File: config.mk
export PLATFORM = sky130hd
export DESIGN_NAME = hbist_broadcaster
export DESIGN_NICKNAME = d
export VERILOG_FILES = /design/src/rtl/hbist_broadcaster.sv
export SDC_FILE = /design/constraint.sdc
export NUM_CORES = 1
export LEC_CHECK = 0
export ABC_AREA = 1
export CAP_MARGIN = 5
export CORE_UTILIZATION = 40
export CTS_CLUSTER_DIAMETER = 80
export CTS_CLUSTER_SIZE = 24
export DETAILED_ROUTE_END_ITERATION = 8
export GPL_TIMING_DRIVEN = 0
export PLACE_DENSITY_LB_ADDON = 0.12
export SLEW_MARGIN = 10
export SYNTH_ARGS = -nofsm -noshare
export SYNTH_HDL_FRONTEND = slang
export SYNTH_SLANG_ARGS = --single-unit
File: constraint.sdc
create_clock -name clk_i -period 2.2 [get_ports clk_i]
set_input_delay 0.44 -clock clk_i [delete_from_list [all_inputs] [get_ports clk_i]]
set_output_delay 0.44 -clock clk_i [all_outputs]
set_load 0.05 [all_outputs]
File: src/rtl/hbist_broadcaster.sv
module hbist_broadcaster #(
  parameter int W      = 16,
  parameter int DEPTH  = 8,
  parameter int LP_MAX = 1000,
  parameter int LEN_W  = 16
) (
  input  logic               clk_i,
  input  logic               rst_ni,
  input  logic               start_i,
  input  logic [W-1:0]       seed_i,
  input  logic [LEN_W-1:0]   lp_len_i,
  input  logic [LEN_W-1:0]   ld_len_i,
  input  logic [DEPTH*W-1:0] pat_mem_i,
  input  logic [DEPTH*W-1:0] care_mem_i,
  output logic [W-1:0]       bus_o,
  output logic               valid_o,
  output logic               phase_o,
  output logic               done_o
);
  localparam int IW = (DEPTH > 1) ? $clog2(DEPTH) : 1;
  localparam logic [LEN_W-1:0] LPM = LEN_W'(LP_MAX);
  localparam logic [LEN_W-1:0] LDM = LEN_W'(DEPTH);

  function automatic logic [31:0] tap_mask(int w);
    case (w)
      4:       return 32'h0000_000C;
      8:       return 32'h0000_00B8;
      12:      return 32'h0000_0829;
      24:      return 32'h00E1_0000;
      32:      return 32'h8020_0003;
      default: return 32'h0000_B400;
    endcase
  endfunction

  localparam logic [W-1:0] TAPS = W'(tap_mask(W));

  typedef enum logic [1:0] {S_IDLE, S_PR, S_DET} st_t;

  st_t              st;
  logic [LEN_W-1:0] cnt, lp_q, ld_q;
  logic [W-1:0]     lfsr;
  logic             done_q;

  wire [LEN_W-1:0] cnt_nx = cnt + 1'b1;
  wire [LEN_W-1:0] lp_eff = (lp_len_i > LPM) ? LPM : lp_len_i;
  wire [LEN_W-1:0] ld_eff = (ld_len_i > LDM) ? LDM : ld_len_i;
  wire [W-1:0]     lfsr_step = {lfsr[W-2:0], ^(lfsr & TAPS)};
  wire [IW-1:0]    sel  = cnt[IW-1:0];
  wire [W-1:0]     pat  = pat_mem_i[int'(sel)*W +: W];
  wire [W-1:0]     care = care_mem_i[int'(sel)*W +: W];
  wire [W-1:0]     merged = (pat & care) | (lfsr & ~care);

  always_ff @(posedge clk_i) begin
    if (!rst_ni) begin
      st     <= S_IDLE;
      cnt    <= '0;
      lp_q   <= '0;
      ld_q   <= '0;
      lfsr   <= '0;
      done_q <= 1'b0;
    end else begin
      done_q <= 1'b0;
      case (st)
        S_IDLE: if (start_i) begin
          lfsr <= (seed_i == '0) ? W'(1) : seed_i;
          lp_q <= lp_eff;
          ld_q <= ld_eff;
          cnt  <= '0;
          if (lp_eff != '0)      st <= S_PR;
          else if (ld_eff != '0) st <= S_DET;
          else                   done_q <= 1'b1;
        end
        S_PR: begin
          lfsr <= lfsr_step;
          cnt  <= cnt_nx;
          if (cnt_nx == lp_q) begin
            cnt <= '0;
            if (ld_q != '0) st <= S_DET;
            else begin
              st     <= S_IDLE;
              done_q <= 1'b1;
            end
          end
        end
        S_DET: begin
          lfsr <= lfsr_step;
          cnt  <= cnt_nx;
          if (cnt_nx == ld_q) begin
            st     <= S_IDLE;
            done_q <= 1'b1;
          end
        end
        default: st <= S_IDLE;
      endcase
    end
  end

  assign valid_o = (st != S_IDLE);
  assign phase_o = (st == S_DET);
  assign bus_o   = (st == S_PR) ? lfsr : (st == S_DET) ? merged : '0;
  assign done_o  = done_q;
endmodule

==> impl_metrics.py <==
metrics = {
    "critical_path": {
        "required_ns": 1.76,
        "start_kind": "register",
        "cp_data_arrival_time_ns": 2.23,
        "worstPathMaxFanout": 7,
        "cp-end-kind": "output port",
        "path_class": "reg2out",
        "ff2ff_path_depth": 17,
    },
    "final_layout": {
        "final_area_sq_um": 11900,
        "final_nets": 1787,
        "area_delta_synth_final_pct": 91.5,
        "fillers": 1098,
        "drive_above_1_share_pct": 20.7,
        "post-route-util_pct": 78.3,
        "fin_cells": 1674,
    },
    "floorplan": {
        "rows": 45,
        "die_area_sq_um": 16000,
        "die-height_um": 126,
        "dieWidth_um": 126,
        "coreArea_sq_um": 15100,
        "start_util_pct": 40.9,
        "boundaryPins": 326,
    },
    "drt": {
        "wirelength_mm": 34.4,
        "vias_per_cell": 5.92,
        "first_pass_iters": 6,
        "num_vias": 9916,
        "drt_drc_violations_left": 0,
        "drtIter0Drc": 952,
        "wl_per_cell_um": 20.5,
        "drtAntennaViolNets": 0,
    },
    "run_status": {
        "violations": "setup timing",
        "status": "complete, but fails checks",
    },
    "yosys": {
        "syn_area_per_cell_sq_um": 5.58,
        "netlist_instances": 1110,
        "yosysMostFrequentCell": "nand2_1",
        "synth-compound-area-share_pct": 25.2,
        "synth_nets": 1422,
        "yosys.area_share.simple_pct": 41.9,
        "yosys-top-cells-area": "dfxtp_1 22%, nand2_1 16%, nor2_1 12%",
        "post-synth-top-area-fraction_pct": 21.7,
        "yosysTopAreaCell": "dfxtp_1",
        "ys_seq_elements": 67,
        "synth_flop_cell": "dfxtp_1",
        "synth_common_cells": "268 x nand2_1, 199 x nor2_1, 142 x o21ai_0",
        "yosysSeqAreaShare_pct": 21.7,
        "synth_cell_types": 42,
        "synthMuxAreaShare_pct": 0,
        "synth_edf_count": 0,
        "synth_fa_ha_area_share_pct": 1.01,
        "synth_top_family_by_area": "simple AND/OR/NAND/NOR gates",
        "synth_xor_area_share_pct": 1.56,
        "async_flop_share_pct": 0,
        "synth_area_sq_um": 6190,
        "synth_warnings": 0,
    },
    "sta": {
        "worstMarginPinSlew_ns": 0.686,
        "slew_headroom_pct": 54.2,
        "fin_worst_skew_ns": 0.00751,
        "post-route-period-util_pct": 122,
        "hold_viol_final": 0,
        "maxSlewViolCount": 0,
        "fmax_mhz": 374,
        "layout_setup_ws_ns": -0.474,
        "setup_viol": 35,
        "final.setup.tns_ns": -10.28,
        "rsz0062_at_grt": "true",
        "layout_min_cycle_time_ns": 2.67,
        "hold-worst-slack_ns": 0.458,
    },
    "power": {
        "powerDensity_nw_per_um2": 853,
        "ir_drop_uv": 648,
        "leakagePower_nw": 4.64,
        "total_power_mw": 10.1,
    },
    "global_route": {
        "grt_max_degree": 13,
        "grt_overflow": 0,
        "antenna_found_initial": 5,
        "grt_pass1_wl_mm": 47.9,
        "grt_usage_pct": 38.3,
        "grt_pass1_vias": 8883,
    },
    "place": {
        "placed_area_sq_um": 10000,
        "pre_cts_slack_ns": -1.21,
        "dp.cells": 1622,
        "hpwl_mm": 24.8,
        "place_congestion": 0.974,
        "io_buffers": 324,
    },
    "clock_tree": {
        "cts_hold_buf": 0,
        "cts-root-buf": "clkbuf_16",
        "cts_tree": "done",
        "cts_buffers": 9,
        "clkLatencyLatePin_ns": 0.34,
        "htree_levels": 3,
        "clockBufferDepth": 2,
        "clkTransAtPathRegs_ns": 0.06,
        "cts_sinks": 67,
    },
    "run": {
        "max_cap_violations": 0,
    },
    "hold_path": {
        "hold-path-cell-count": 2,
        "holdCritPathClass": "reg2reg",
    },
}
worst max-delay path: stages (launching register included):
cell	delay [ns]
dfxtp_4	0.40
inv_8	0.10
clkbuf_16	0.17
clkbuf_16	0.16
o21ai_1	0.07
o22ai_2	0.21
nand2_1	0.12
and3_4	0.21
o32ai_4	0.22
buf_6	0.22
registers in the layout, indices dropped and copies added, names as in the netlist:
register,cells
cnt,16
ld_q,16
lfsr,16
lp_q,16
st,2
done_o,1
layout by cell type, fill, tap and decap left out, types with 22 or more instances in the layout:
master / netlist / final
dfxtp_1: 67 / 64
nand3_1: 62 / 54
nor3_1: 28 / 28
nor2_2: 2 / 25
nand2_1: 268 / 237
clkbuf_16: 0 / 22
nand2_2: 6 / 27
o21ai_1: 0 / 34
o22ai_1: 65 / 32
o22ai_2: 0 / 32
o21ai_0: 142 / 101
inv_1: 65 / 63
nor2_1: 199 / 164
buf_6: 1 / 26
clkdlybuf4s50_1: 0 / 306
repair_timing:
item,in CTS,in global routing
endpoints found under the setup margin,48,44
cloned,1,12
buffers inserted,8,10
endpoints found under the hold margin,0,0
gates resized for setup,244,213
pin swaps,22,80
power by group:
part           leakage, nW  total (mW)  internal [mW]  switching (mW)
clock network        0.142        1.39          0.827           0.568
registers            0.548        1.66           1.41           0.251
logic                 3.95        7.06           3.03            4.03
total                 4.64        10.1           5.27            4.85
worst paths after layout:
kind / slack (ns) / end / from
max: -0.47 / bus_o[8] / cnt[0]
min: 0.46 / lp_q[12] / lp_q[12]
max reg2reg: -0.26 / cnt[15] / cnt[0]
min reg2reg: 0.46 / lp_q[12] / lp_q[12]
area by class of cell:
class / count / area, sq um / share of cell area [%]
Antenna cell: 6 / 15.0 / 0.127
Clock inverter: 5 / 36.3 / 0.306
Tap cell: 188 / 235 / 1.98
Sequential cell: 67 / 1350 / 11.4
Timing Repair Buffer: 355 / 3700 / 31.2
Inverter: 68 / 269 / 2.27
Clock buffer: 11 / 253 / 2.13
Multi-Input combinational cell: 905 / 5310 / 44.8
Buffer: 69 / 693 / 5.84
per-layer routing:
metal | share of wire [%] | GRT usage [%]
met4 | 6.4 | 18.4
met5 | 0 | 0
met3 | 8.8 | 8.27
met1 | 36 | 43.2
met2 | 49 | 68.5
cells by family after synthesis:
logic type,after synthesis
buffers and inverters,138
AND/OR/NAND/NOR,614
flip-flops,67
AO/OA/AOI/OAI,275
XOR/XNOR,11
adder cells (fa/ha/maj),5
Power figures use the tool's default switching activity.
